`src/rtl/tlb_match_array.sv`:
```
module tlb_match_array #(
  parameter int ENTRIES = 8,
  parameter int ASID_W  = 8,
  parameter int ATTR_W  = 8,
  localparam int IDX_W  = $clog2(ENTRIES),
  localparam int VPN_W  = 20
) (
  input  logic              clk,
  input  logic              rst_n,
  input  logic              lk_req,
  input  logic [31:0]       lk_vaddr,
  input  logic [ASID_W-1:0] lk_asid,
  input  logic              lk_nonsec,
  output logic              rsp_valid,
  output logic              rsp_hit,
  output logic [31:0]       rsp_paddr,
  output logic [ATTR_W-1:0] rsp_attr,
  output logic [IDX_W-1:0]  rsp_index,
  input  logic              wr_en,
  input  logic [VPN_W-1:0]  wr_vpn,
  input  logic [1:0]        wr_size,
  input  logic              wr_nonsec,
  input  logic              wr_global,
  input  logic [ASID_W-1:0] wr_asid,
  input  logic [VPN_W-1:0]  wr_ppn,
  input  logic [ATTR_W-1:0] wr_attr,
  input  logic              inv_all,
  input  logic              inv_asid_en,
  input  logic [ASID_W-1:0] inv_asid
);

  function automatic logic [VPN_W-1:0] keep_mask(input logic [1:0] sz);
    case (sz)
      2'd0:    keep_mask = 20'hFFFFF;
      2'd1:    keep_mask = 20'hFFFF0;
      2'd2:    keep_mask = 20'hFFF00;
      default: keep_mask = 20'hFF000;
    endcase
  endfunction

  logic [ENTRIES-1:0] e_valid, e_ns, e_global, hit_vec;
  logic [VPN_W-1:0]   e_vpn  [ENTRIES];
  logic [VPN_W-1:0]   e_ppn  [ENTRIES];
  logic [1:0]         e_size [ENTRIES];
  logic [ASID_W-1:0]  e_asid [ENTRIES];
  logic [ATTR_W-1:0]  e_attr [ENTRIES];
  logic [IDX_W-1:0]   wr_ptr, sel;

  wire [VPN_W-1:0] lk_vpn = lk_vaddr[31:12];

  always_ff @(posedge clk) begin
    if (!rst_n)
      wr_ptr <= '0;
    else if (wr_en)
      wr_ptr <= (wr_ptr == IDX_W'(ENTRIES-1)) ? '0 : wr_ptr + 1'b1;
  end

  for (genvar i = 0; i < ENTRIES; i++) begin : g_slot
    wire take = wr_en && (wr_ptr == IDX_W'(i));
    wire kill = inv_all || (inv_asid_en && !e_global[i] && e_asid[i] == inv_asid);

    always_ff @(posedge clk) begin
      if (!rst_n)
        e_valid[i] <= 1'b0;
      else if (take)
        e_valid[i] <= 1'b1;
      else if (kill)
        e_valid[i] <= 1'b0;
    end

    always_ff @(posedge clk) begin
      if (take) begin
        e_vpn[i]    <= wr_vpn;
        e_ppn[i]    <= wr_ppn;
        e_size[i]   <= wr_size;
        e_ns[i]     <= wr_nonsec;
        e_global[i] <= wr_global;
        e_asid[i]   <= wr_asid;
        e_attr[i]   <= wr_attr;
      end
    end

    assign hit_vec[i] = e_valid[i]
                     && (e_ns[i] == lk_nonsec)
                     && (e_global[i] || e_asid[i] == lk_asid)
                     && (((e_vpn[i] ^ lk_vpn) & keep_mask(e_size[i])) == '0);
  end

  always_comb begin
    sel = '0;
    for (int i = ENTRIES - 1; i >= 0; i--)
      if (hit_vec[i]) sel = IDX_W'(i);
  end

  wire [VPN_W-1:0] sel_keep = keep_mask(e_size[sel]);
  wire [31:0] merged = {(e_ppn[sel] & sel_keep) | (lk_vpn & ~sel_keep), lk_vaddr[11:0]};
  wire any_hit = |hit_vec;

  always_ff @(posedge clk) begin
    if (!rst_n) begin
      rsp_valid <= 1'b0;
      rsp_hit   <= 1'b0;
      rsp_paddr <= '0;
      rsp_attr  <= '0;
      rsp_index <= '0;
    end else begin
      rsp_valid <= lk_req;
      rsp_hit   <= lk_req && any_hit;
      rsp_paddr <= (lk_req && any_hit) ? merged : '0;
      rsp_attr  <= (lk_req && any_hit) ? e_attr[sel] : '0;
      rsp_index <= (lk_req && any_hit) ? sel : '0;
    end
  end

endmodule


```
`config.mk`:
```
export PLATFORM = sky130hd
export DESIGN_NAME = tlb_match_array
export DESIGN_NICKNAME = d
export VERILOG_FILES = /design/src/rtl/tlb_match_array.sv
export SDC_FILE = /design/constraint.sdc
export NUM_CORES = 1
export LEC_CHECK = 0
export CORE_ASPECT_RATIO = 0.5
export CORE_MARGIN = 1.5
export CORE_UTILIZATION = 50
export CTS_CLUSTER_SIZE = 25
export DETAILED_ROUTE_END_ITERATION = 8
export DONT_BUFFER_PORTS = 1
export GPL_TIMING_DRIVEN = 0
export PLACE_DENSITY_LB_ADDON = 0.08
export SYNTH_ARGS = -nofsm -noshare
export SYNTH_HDL_FRONTEND = slang
export SYNTH_SLANG_ARGS = --single-unit
```
`constraint.sdc`:
```
create_clock -name clk -period 8.75 [get_ports clk]
set_input_delay 0.875 -clock clk [delete_from_list [all_inputs] [get_ports clk]]
set_output_delay 0.875 -clock clk [all_outputs]
set_load 0.01 [all_outputs]
```
# After elaboration in Yosys (flattened, before gate mapping)
# Memories as Yosys holds them, arrays and structs flattened. A register that Yosys moved wholly into a read port is not among the register bits.
# Cells that the tools add are included.
dict set report word_totals {
  reg_bits 64
  latchBits 0
  mem_bits_rw 464
  rom_bits 0
  in_bits 115
  output_inout_bits 45
  elab_cells 396
  n_memories 5
}
# name depth word_bits read_ports rd_clocked_by_memory_dff write_ports line_no
set memory_table {}
lappend memory_table {e_ppn 8 20 1 0 1 43} ;# logic [VPN_W-1:0] e_ppn [ENTRIES];
lappend memory_table {e_vpn 8 20 8 0 1 42} ;# logic [VPN_W-1:0] e_vpn [ENTRIES];
lappend memory_table {e_asid 8 8 8 0 1 45} ;# logic [ASID_W-1:0] e_asid [ENTRIES];
lappend memory_table {e_attr 8 8 1 1 1 46} ;# logic [ATTR_W-1:0] e_attr [ENTRIES];
lappend memory_table {e_size 8 2 9 0 1 44} ;# logic [1:0] e_size [ENTRIES];
dict set report op_classes {
  addsub 1
  multipliers 0
  n_div 0
  magnitude_cmp 0
  n_eq_ne 49
  n_shift 0
  muxes 155
  n_bitwise 20
  n_reduce_logical 137
}
# op n
set op_table {}
lappend op_table {{$pmux W12 S3} 9}
lappend op_table {{$mux W20} 14}
lappend op_table {{$reduce_or A20 Y1} 14}
lappend op_table {{$and A20 B20 Y20} 10}
lappend op_table {{$logic_not A20 Y1} 8}
lappend op_table {{$xor A20 B20 Y20} 8}
lappend op_table {{$mux W3} 44}
lappend op_table {{$eq A8 B8 Y1} 16}
lappend op_table {{$reduce_or A8 Y1} 15}
lappend op_table {{$mux W8} 14}
lappend op_table {{$mux W1} 67}
lappend op_table {{$logic_and A1 B1 Y1} 49}
lappend op_table {{$not A20 Y20} 1}
lappend op_table {{$or A20 B20 Y20} 1}
lappend op_table {{$eq A2 B1 Y1 const B} 9}
lappend op_table {{$eq A2 B2 Y1 const B} 9}
lappend op_table {{$logic_not A2 Y1} 9}
lappend op_table {{$logic_or A1 B1 Y1} 16}
lappend op_table {{$reduce_bool A2 Y1} 8}
lappend op_table {{$mux W2} 7}
lappend op_table {{$reduce_or A2 Y1} 7}
lappend op_table {{$eq A3 B3 Y1 const B} 4}
lappend op_table {{$logic_not A1 Y1} 9}
lappend op_table {{$eq A1 B1 Y1} 8}
lappend op_table {{5 further kinds} 6}

# Depth between registers and ports, before layout
# Gate-level depths: netlist (run 1).
# An unclocked memory read counts as a cell.
dict set report depth {
  depth_word 20
  ltp_mapped 16
  mapped_depth_nobuf 11
}

# Worst setup path after synthesis (run 1)
# OpenSTA, ideal clock, no wires.
dict set report synth_timing {
  path_kind {input to register}
  from {input lk_vaddr[22]}
  to {register rsp_paddr[23]}
  setup_ns 0.122
  t_arrival_ns 3.796
  required_ns 8.628
  slack_ns 4.833
  cell_stages 14
  n_path_buf 4
  cell_sequence {buf_4 > xor2_1 > nor4_2 > a21oi_1 > or4b_4 > and2_4 > buf_6 > and3_4 > buf_6 > mux2i_1 > mux2_2 > mux2_2 > buf_6 > o311a_1}
}
dict set report synth_between {
  elab_chain_len 18
  elab_cells_between_ends 53
  cone_classes {eq/ne: 2; mux: 9; bitwise: 20; reduce/logical: 20; memory: 2}
}
# element line_no
set synth_rtl {}
lappend synth_rtl {{start: declaration} 11} ;# input logic [31:0] lk_vaddr,
lappend synth_rtl {{$xor A20 B20 Y20} 86} ;# && (((e_vpn[i] ^ lk_vpn) & keep_mask(e_size[i])) == '0);
lappend synth_rtl {{$and A20 B20 Y20} 86}
lappend synth_rtl {{$logic_not A20 Y1} 86}
lappend synth_rtl {{$logic_and A1 B1 Y1} 86}
lappend synth_rtl {{$mux W3 (8 in a row)} 92} ;# if (hit_vec[i]) sel = IDX_W'(i);
lappend synth_rtl {{$mem_v2 Z8 W2} -}
lappend synth_rtl {{$eq A2 B2 Y1 (tied with other cells)} 33} ;# case (sz)
lappend synth_rtl {{$pmux W12 S3} 33}
lappend synth_rtl {{$not A20 Y20} 96} ;# wire [31:0] merged = {(e_ppn[sel] & sel_keep) | (lk_vpn & ~sel_keep), lk_vaddr[11:0]};
lappend synth_rtl {{$and A20 B20 Y20} 96}
lappend synth_rtl {{$or A20 B20 Y20} 96}
lappend synth_rtl {{end signal: assignment} 109} ;# rsp_paddr <= (lk_req && any_hit) ? merged : '0;
lappend synth_rtl {{end: declaration} 16} ;# output logic [31:0] rsp_paddr,
# Parallel ways exist; a longest one is shown, timed or not.
# A chain may end at the register's enable or synchronous reset.

# Worst setup path in the final report (run 1)
dict set report layout_timing {
  from {input lk_vaddr[30]}
  to {register rsp_paddr[12]}
}
# Same word-level chain as after synthesis.

==> impl_metrics.toml, run 1 <==
[setup_path]
startpoint_type = "primary input"
path_buf_inv = 2
crit_path_end = "rsp_paddr[12]$_SDFF_PN0_"
slowest_delay_ns = 0.74
crit_fanout = 10
cp_num_cells = 12
reg2reg_depth = 11
cp.arrival_ns = 5.42
timing.rr.end = "rsp_paddr[12]$_SDFF_PN0_"
path_class = "in -> reg"
cpMostUsedCell = "nor4_1"
critPathSlowestCell = "buf_1"
r2r-start = "e_vpn[0][57]$_DFFE_PP_"
crit_family = "simple AND/OR/NAND/NOR gates"
regToRegSetupSlack_ns = 3.98
crit_start = "lk_vaddr[30]"
end_kind = "register"
crit_required_ns = 9.26
crit_chain = "buf_2, xor2_1, nor4_1, nand4_1, or4_1, o21ai_0, o21ai_2, nand2_2, buf_1, mux2i_1, nor4_1, a31o_1"

[timing]
hold_viol_final = 0
max_freq_mhz = 203
slew-limit-headroom_pct = 30.9
fin_hold_ws_ns = 0.392
finalClockSkew_ns = 0.0184
finalSetupTns_ns = 0
drv_slew = 0
setup_ws_ns = 3.83
min_period_ns = 4.92
setup_viol = 0
rsz0062_at_grt = "false"
tightest_slew_ns = 1.03
period_share_pct = 56.2

[synth]
yosys.cell_types.count = 61
ys.flop_type = "edfxtp_1"
synth.cell_area_um2 = 22300
ys_ff_latch = 536
synth_top_cell_by_area = "edfxtp_1"
synth.most_common_cell = "edfxtp_1"
synthCells = 1417
synth_edf_count = 480
synthTopCellsByArea = "edfxtp_1 (65%), xor2_1 (6.2%), xnor2_1 (5.4%), dfxtp_1 (5.0%), mux2i_1 (4.1%)"
synth_seq_area_share_pct = 69.8
synth_commonest_cells = "edfxtp_1 (480), xor2_1 (158), xnor2_1 (138)"
avgSynthCellArea_um2 = 15.7
syn_nets = 1538
synth.top_cell.area_share_pct = 64.7
ys_warn_count = 0
async_flop_share_pct = 0

[layout]
instances_no_fill = 2103
final_nets = 1596
fillers = 3363
fin_area_um2 = 24900
syn2layout_area_growth_pct = 11.6
drive_gt1_share_pct = 13.1
antenna_cells = 0
ff_latch_area_um2 = 15500
multi_input_area_um2 = 6350

[die]
floorplan.initialDensity_pct = 50.9
die_area_um2 = 45900
io_pins = 160
die_w_um = 301
num_rows = 54
die_h_um = 152
coreArea_um2 = 43800

[detailed_routing]
vias = 11900
route.final.wire_length_mm = 52.3
avgRoutedWirePerCell_um = 24.9
first_pass_iters = 7
drt_iter0_markers = 997
antenna_left = 0
post_drt_via_cell_ratio = 5.64
drc = 0

[power]
p_seq_share_pct = 54.5
switchingPower_w = 0.00110
p_clk_share_pct = 41.1
p_int_w = 0.00417
combPwrFrac_pct = 4.4
swShare_pct = 20.8
powerDensity_nw_per_um2 = 212
max-vdd-ir-drop_v = 0.000151
p_leak_nw = 8.45

[global_route]
grt_pass1_vias = 12000
track_usage_pct = 22.9
antenna_found_initial = 0
grt-ovfl-total = 0
grt_max_degree = 53
grt_pass1_wl_mm = 77.1

[placed_design]
dp_cells = 2013
dp_slack_ns = 3.42
gp_congestion = 0.857
postPlaceCellArea_um2 = 23200
port_buffers = 0
dpl.hpwl_mm = 34.6

[cts]
cts.sinks = 536
cts_max_level = 2
cts_resized = 0
cts_setup_buffers = 0
path_clk_slew_ns = 0.06
cts_inserted_buffers = 48
cts_tree = "yes"
root_buffer = "clkbuf_16"
worst_skew_pair.late_latency_ns = 0.57
ctsHoldBuffers = 0
clk_path_buf_depth = 3

[run_status]
status = "complete, no violations"

[run]
cap_violations = 0

[worst_hold_path]
whs_path_depth = 0
worstHoldPathType = "in -> reg"
## power by group through the flow
stage / sequential (W) / combinational [W] / clock [W]
3_3_place_gp: 0.00293 / 0.000219 / 0
2_1_floorplan: 0.00293 / 0.000164 / 0
5_1_grt: 0.00288 / 0.000252 / 0.00230
3_5_place_dp: 0.00293 / 0.000232 / 0
6_report: 0.00287 / 0.000232 / 0.00216
4_1_cts: 0.00287 / 0.000234 / 0.00220
## worst min path at each step
stage / start / slack [ns] / endpoint
after floorplan: e_valid[1]$_SDFFE_PN0P_ / 0.49 / e_valid[1]$_SDFFE_PN0P_
after CTS: wr_asid[5] / 0.37 / e_asid[0][13]$_DFFE_PP_
after global placement: e_valid[7]$_SDFFE_PN0P_ / 0.52 / e_valid[7]$_SDFFE_PN0P_
after global routing: wr_attr[6] / 0.36 / e_attr[0][6]$_DFFE_PP_
after detailed placement: e_valid[7]$_SDFFE_PN0P_ / 0.52 / e_valid[7]$_SDFFE_PN0P_
final: wr_attr[4] / 0.39 / e_attr[6][4]$_DFFE_PP_
## cell families (layout without fill, tap and decap cells)
family	count (synthesis)	in the layout	share of synthesized area (%)
flops	536	536	69.8
compound gates	143	143	4.45
mux	135	135	6.31
xor+xnor	296	296	11.6
buf+inv	81	179	1.83
simple gates	220	220	5.66
fa+ha+maj	6	6	0.337
## state kept, by name (all words and copies together), names as in the netlist
name and cells:
e_asid 64, e_attr 64, e_global 8, e_ns 8
e_ppn 160, e_size 16, e_valid 8, e_vpn 160
rsp_attr 8, rsp_hit 1, rsp_index 3, rsp_paddr 32
rsp_valid 1, wr_ptr 3
## cell type report
cell class | count | share of cell area (%)
plain buffers | 73 | 1.52
repair buffers | 8 | 0.765
clock buffers | 71 | 5.93
flip-flops and latches | 536 | 62.5
inverters | 8 | 0.126
multi-input cells | 800 | 25.5
well taps | 588 | 2.96
clock inverters | 19 | 0.654
## stage by stage
stage                     util (%)  total power (W)
after floorplan                  -          0.00309
after global routing          56.8          0.00543
final                         56.8          0.00527
after detailed placement      53.0          0.00316
after CTS                     56.8          0.00531
after global placement        52.5          0.00315
## layer usage
metal / GRT usage [%] / vias to the layer above / routed length (µm) / share of wire (%)
li1: - / 5432 / - / -
met1: 34.6 / 5944 / 24200 / 46
met2: 34.2 / 431 / 23100 / 44
met3: 5.49 / 59 / 4330 / 8.3
met4: 4.04 / 0 / 688 / 1.3
met5: 0 / - / 0 / 0
## layout by cell type, fill, tap and decap left out, drive strengths merged, types with 18 or more instances in the layout
cell / synthesis / final
edfxtp: 480 / 480
xor2: 158 / 158
xnor2: 138 / 138
clkbuf: 22 / 93
mux2i: 92 / 92
buf: 51 / 59
dfxtp: 56 / 56
nor2: 50 / 50
a21oi: 47 / 47
nor4: 44 / 44
mux2: 43 / 43
nand4: 34 / 34
nand2: 25 / 25
and2: 21 / 21
o21ai: 18 / 18
Power figures use the tool's default switching activity.
==> run 2, diff against run 1 <==
Clock period 8.75 ns to 4.85 ns, I/O delays scaled along.
==> run 2 against run 1 <==
Via count is 1.4% higher. Die area unchanged. Critical endpoint unchanged. Largest cell class unchanged. Wire length is 1.5% higher. Highest routed layer unchanged. Critical path depth is the same.
==> impl_metrics.toml, run 2 (same netlist as run 1, synthesis figures left out) <==
[cts]
path_clk_slew_ns = 0.07
cts_tree = "yes"
cts.sinks = 536
cts_max_level = 2
worst_skew_pair.late_latency_ns = 0.57
clk_path_buf_depth = 3
root_buffer = "clkbuf_16"
cts_setup_buffers = 0
cts_inserted_buffers = 48

[setup_path]
reg2reg_depth = 12
slowest_delay_ns = 0.86
crit_path_end = "rsp_paddr[12]$_SDFF_PN0_"
crit_start = "e_vpn[1][11]$_DFFE_PP_"
r2r-start = "e_vpn[1][11]$_DFFE_PP_"
cp_num_cells = 12
cp.arrival_ns = 5.14
end_kind = "register"
path_buf_inv = 2
crit_fanout = 10
path_class = "reg -> reg"
regToRegSetupSlack_ns = 0.22
timing.rr.end = "rsp_paddr[12]$_SDFF_PN0_"
crit_chain = "xor2_1, nor4_1, a2bb2oi_1, nand4_1, o21ai_0, o21ai_2, nand2_2, buf_2, buf_2, mux2i_1, nor4_1, a31o_1"
crit_required_ns = 5.36
crit_family = "simple AND/OR/NAND/NOR gates"
critPathSlowestCell = "nor4_1"
startpoint_type = "register"

[detailed_routing]
drt_iter0_markers = 1119
vias = 12000
first_pass_iters = 5
wl_met3_mm = 4.07
antenna_left = 0
top_layer_used = "met4"
post_drt_via_cell_ratio = 5.56
avgRoutedWirePerCell_um = 24.5
met2_length_mm = 23.7
wl_met1_mm = 24.6
drc = 0
route.final.wire_length_mm = 53.0

[die]
num_rows = 54
floorplan.initialDensity_pct = 50.9
die_w_um = 301
io_pins = 160
die_area_um2 = 45900
die_h_um = 152
coreArea_um2 = 43800

[timing]
slew-limit-headroom_pct = 32.8
hold_viol_final = 0
setup_ws_ns = 0.218
min_period_ns = 4.63
period_share_pct = 95.5
tightest_slew_ns = 0.995
rsz0062_at_grt = "false"
max_freq_mhz = 216
finalClockSkew_ns = 0.0165
drv_slew = 0
setup_viol = 0
fin_hold_ws_ns = 0.0348

[placed_design]
port_buffers = 0
dpl.hpwl_mm = 34.6
gp_congestion = 0.857
dp_cells = 2013
dp_slack_ns = -0.0911

[layout]
antenna_cells = 0
final_nets = 1656
instances_no_fill = 2163
final_common_cell = "edfxtp_1"
drive_gt1_share_pct = 12.8
most-common-layout-cells = "edfxtp_1 (480), xor2_1 (158), xnor2_1 (138), mux2i_1 (92), dlygate4sd3_1 (60)"
syn2layout_area_growth_pct = 14.4
fillers = 3322
reg_top3 = "e_ppn: 160 flops, e_vpn: 160 flops"

[power]
p_leak_nw = 8.70
max-vdd-ir-drop_v = 0.000272
powerDensity_nw_per_um2 = 377
power_w = 0.00961

[run]
cap_violations = 0

[worst_hold_path]
worstHoldPathType = "in -> reg"

[global_route]
grt_pass1_wl_mm = 78.5
grt_pass1_vias = 12200
grt_max_degree = 53
antenna_found_initial = 0
grt-ovfl-total = 0
track_usage_pct = 23.2

[run_status]
status = "complete, no violations"
-- run 2: changes by cell type in the layout (fill, tap and decap cells not counted), sizes merged --
cell         previous run  this run
clkbuf                 93        94
buf                    59        58
dlygate4sd3             0        60
-- run 2: metrics by stage --
stage                     cell area (µm²)  TNS, ns  utilization (%)
after global placement              23000  -0.0720             52.5
after floorplan                     22300        0                -
after CTS                           25500        0             58.1
after global routing                25500        0             58.2
final                               25500        0             58.2
after detailed placement            23200   -0.257             53.0
-- run 2: worst min-delay path by stage --
stage,startpoint,endpoint,slack [ns],depth (start not counted)
2_1_floorplan,e_valid[1]$_SDFFE_PN0P_,e_valid[1]$_SDFFE_PN0P_,0.49,2
3_3_place_gp,e_valid[7]$_SDFFE_PN0P_,e_valid[7]$_SDFFE_PN0P_,0.52,2
3_5_place_dp,e_valid[7]$_SDFFE_PN0P_,e_valid[7]$_SDFFE_PN0P_,0.52,2
4_1_cts,lk_vaddr[7],rsp_paddr[7]$_SDFF_PN0_,0.009,1
5_1_grt,lk_vaddr[4],rsp_paddr[4]$_SDFF_PN0_,0.01,1
6_report,lk_vaddr[7],rsp_paddr[7]$_SDFF_PN0_,0.03,1
-- run 2: timing repair --
| action | in CTS | in global routing |
|---|---|---|
| gates resized for setup | 0 | 4 |
| endpoints found under the hold margin | 480 | 0 |
| hold buffers | 60 | 0 |
| setup endpoints to repair | 0 | 4 |
-- run 2: area by class of cell --
cell class              instances  area [µm²]  area share (%)
plain buffers                  73         378            1.48
clock buffers                  71        1470            5.78
clock inverters                19         163           0.639
inverters                       8        31.3           0.123
multi-input cells             800        6360            25.0
flip-flops and latches        536       15500            61.0
well taps                     588         736            2.89
repair buffers                 68         791            3.10
-- run 2: where the power goes --
| part | leakage, nW | internal, W | switching, W |
|---|---|---|---|
| logic | 3.09 | 0.000196 | 0.000319 |
| clock network | 0.805 | 0.00222 | 0.00169 |
| registers | 4.81 | 0.00514 | 0.0000401 |
| total | 8.70 | 0.00756 | 0.00205 |
-- run 2: worst reg2reg max path, delay by kind of cell, from the launching register on --
family	cells	cell delay, ns
xor+xnor	1	0.15
flops	1	0.37
buf+inv	2	0.84
mux	1	0.20
simple gates	4	1.84
compound gates	4	1.17
-- run 2: layer usage --
layer,GRT usage (%),vias to the layer above
met5,0,-
met4,3.90,0
met3,5.42,58
met2,34.8,399
met1,35.1,6012
li1,-,5558
==> run 3, diff against run 2 <==
--- a/config.mk
+++ b/config.mk
@@ -7,2 +7,3 @@
 export LEC_CHECK = 0
+export ABC_AREA = 1
 export CORE_ASPECT_RATIO = 0.5
--- a/constraint.sdc
+++ b/constraint.sdc
@@ -3,2 +3,2 @@
 set_output_delay 0.485 -clock clk [all_outputs]
-set_load 0.01 [all_outputs]
+set_load 0.005 [all_outputs]
==> run 3 against run 2 <==
Total power increased by 0.95%. Die area increased by 6.4%. Maximum frequency is 27% higher. Sequential cell count stayed put. Register-to-register slack gained 0.99 ns. Largest power group unchanged. Final area grew 7.1%.
==> impl_metrics.toml, run 3 <==
[run_status]
status = "complete, no violations"

[synth]
synth_commonest_cells = "edfxtp_1 (480), nand2_1 (345), nor2_1 (215)"
synth.cell_area_um2 = 23700
synth.most_common_cell = "edfxtp_1"
yosys.cell_types.count = 51
synth_seq_area_share_pct = 65.5
synthCells = 2075
synthTopCellsByArea = "edfxtp_1 (61%), nand2_1 (5.5%), dfxtp_1 (4.7%), xnor2_1 (4.6%), nor2_1 (3.4%)"
synth_edf_count = 480
synth_top_cell_by_area = "edfxtp_1"
synth.top_cell.area_share_pct = 60.8
ys_warn_count = 0
ys_ff_latch = 536
ys.flop_type = "edfxtp_1"
async_flop_share_pct = 0
syn_nets = 2196
avgSynthCellArea_um2 = 11.4

[setup_path]
crit_fanout = 10
slowest_delay_ns = 0.83
end_kind = "register"
cpMostUsedCell = "nand2_1"
timing.rr.end = "rsp_attr[6]$_SDFF_PN0_"
crit_chain = "or2_2, a21oi_1, nor2_1, nand2_1, nor2_1, nand4_2, nand2_1, nor2_2, o21ai_2, nor2_1, buf_2, nand2_1, nand2_1"
path_class = "reg -> reg"
crit_start = "e_size[2][1]$_DFFE_PP_"
r2r-start = "e_size[2][1]$_DFFE_PP_"
cp.arrival_ns = 4.16
critPathSlowestCell = "nor2_1"
crit_required_ns = 5.37
startpoint_type = "register"
regToRegSetupSlack_ns = 1.21
reg2reg_depth = 13
crit_path_end = "rsp_attr[6]$_SDFF_PN0_"

[timing]
slew-limit-headroom_pct = 32.1
fin_hold_ws_ns = 0.0175
rsz0062_at_grt = "false"
drv_slew = 0
min_period_ns = 3.64
period_share_pct = 75.0
finalSetupTns_ns = 0
setup_viol = 0
hold_viol_final = 0
tightest_slew_ns = 1.01
finalClockSkew_ns = 0.0204
max_freq_mhz = 275
setup_ws_ns = 1.21

[power]
p_leak_nw = 10.0
max-vdd-ir-drop_v = 0.000235
powerDensity_nw_per_um2 = 356
combPwrFrac_pct = 6.4
p_clk_share_pct = 40.2
swShare_pct = 22.4
power_w = 0.00970
p_seq_share_pct = 53.4
p_int_w = 0.00752
switchingPower_w = 0.00217

[cts]
clk_path_buf_depth = 3
path_clk_slew_ns = 0.07
cts_max_level = 2
root_buffer = "clkbuf_16"
worst_skew_pair.late_latency_ns = 0.58
cts.sinks = 536
cts_tree = "yes"
cts_inserted_buffers = 48
cts_resized = 0

[detailed_routing]
post_drt_via_cell_ratio = 5.50
drc = 0
avgRoutedWirePerCell_um = 22.4
first_pass_iters = 6
drt_iter0_markers = 1544
route.final.wire_length_mm = 64.9
antenna_left = 0
vias = 15900

[worst_hold_path]
worstHoldPathType = "in -> reg"
min_from = "lk_vaddr[10]"

[layout]
final_common_cell = "edfxtp_1"
most-common-layout-cells = "edfxtp_1 (480), nand2_1 (345), nor2_1 (209), inv_1 (174), xnor2_1 (125)"
syn2layout_area_growth_pct = 15.0
antenna_cells = 0
drive_gt1_share_pct = 9.48
final_nets = 2340
reg_top3 = "e_ppn: 160 flops, e_vpn: 160 flops"
final_util_pct = 58.3

[placed_design]
dpl.hpwl_mm = 43.1
gp_congestion = 0.931
dp_slack_ns = 0.962
port_buffers = 0

[die]
die_w_um = 311
io_pins = 160
floorplan.initialDensity_pct = 50.7
die_area_um2 = 48800
coreArea_um2 = 46800
num_rows = 56
die_h_um = 157

[global_route]
antenna_found_initial = 0
track_usage_pct = 26.6
grt_pass1_wl_mm = 95.7
grt_max_degree = 52
grt-ovfl-total = 0
grt_pass1_vias = 15200

[run]
cap_violations = 0
-- run 3: worst max-delay path: cells and delay by family (launching register included) --
family | cells | cell delay [ns]
DFF | 1 | 0.46
buffers and inverters | 1 | 0.42
and+or+nand+nor | 10 | 2.28
AOI/OAI and AO/OA | 2 | 0.41
-- run 3: worst min-delay path by stage --
stage	to	cells past startpoint	slack [ns]
2_1_floorplan	e_valid[3]$_SDFFE_PN0P_	2	0.46
3_5_place_dp	e_valid[3]$_SDFFE_PN0P_	2	0.51
4_1_cts	e_vpn[0][35]$_DFFE_PP_	0	0.0002
5_1_grt	rsp_paddr[11]$_SDFF_PN0_	2	0.009
3_3_place_gp	e_valid[3]$_SDFFE_PN0P_	2	0.49
6_report	rsp_paddr[10]$_SDFF_PN0_	2	0.02
-- run 3: layer usage --
metal	track usage [%]	up-vias	wire, µm
met5	0	-	0
met4	6.83	0	1470
met3	4.23	103	4780
met2	41.2	622	28500
met1	39.2	7717	30100
li1	-	7472	-
-- run 3: kinds of logic after synthesis --
kind of cell,after synthesis,synth area share (%)
AND/OR/NAND/NOR,819,15.5
flip-flops,536,65.5
AO/OA/AOI/OAI,251,6.25
buffers and inverters,271,5.36
adder cells (fa/ha/maj),6,0.317
XOR/XNOR,192,7.09
-- run 3: through the flow --
step / std cells / instance area [µm²]
3_3_place_gp: 2713 / 24500
2_1_floorplan: 2075 / 23700
5_1_grt: 2896 / 27300
6_report: 2896 / 27300
3_5_place_dp: 2728 / 24900
4_1_cts: 2891 / 27200
-- run 3: timing repair --
action / 4_1_cts / 5_1_grt
buffers inserted: 0 / 0
endpoints found under the hold margin: 469 / 13
hold buffers: 74 / 5
-- run 3: final cells by class --
cell class / count / area (µm²)
Multi-Input combinational cell: 1268 / 6960
Sequential cell: 536 / 15500
Timing Repair Buffer: 94 / 1120
Clock buffer: 72 / 1390
Inverter: 187 / 712
Clock inverter: 17 / 186
Tap cell: 638 / 798
Buffer: 84 / 566
Fill cell: 3976 / 19500
-- run 3: power groups by stage --
stage / registers (W) / clock network, W / logic (W)
global route: 0.00519 / 0.00413 / 0.000676
finish: 0.00518 / 0.00390 / 0.000621
floorplan: 0.00528 / 0 / 0.000342
CTS: 0.00518 / 0.00394 / 0.000614
detailed placement: 0.00528 / 0 / 0.000507
global placement: 0.00530 / 0 / 0.000477
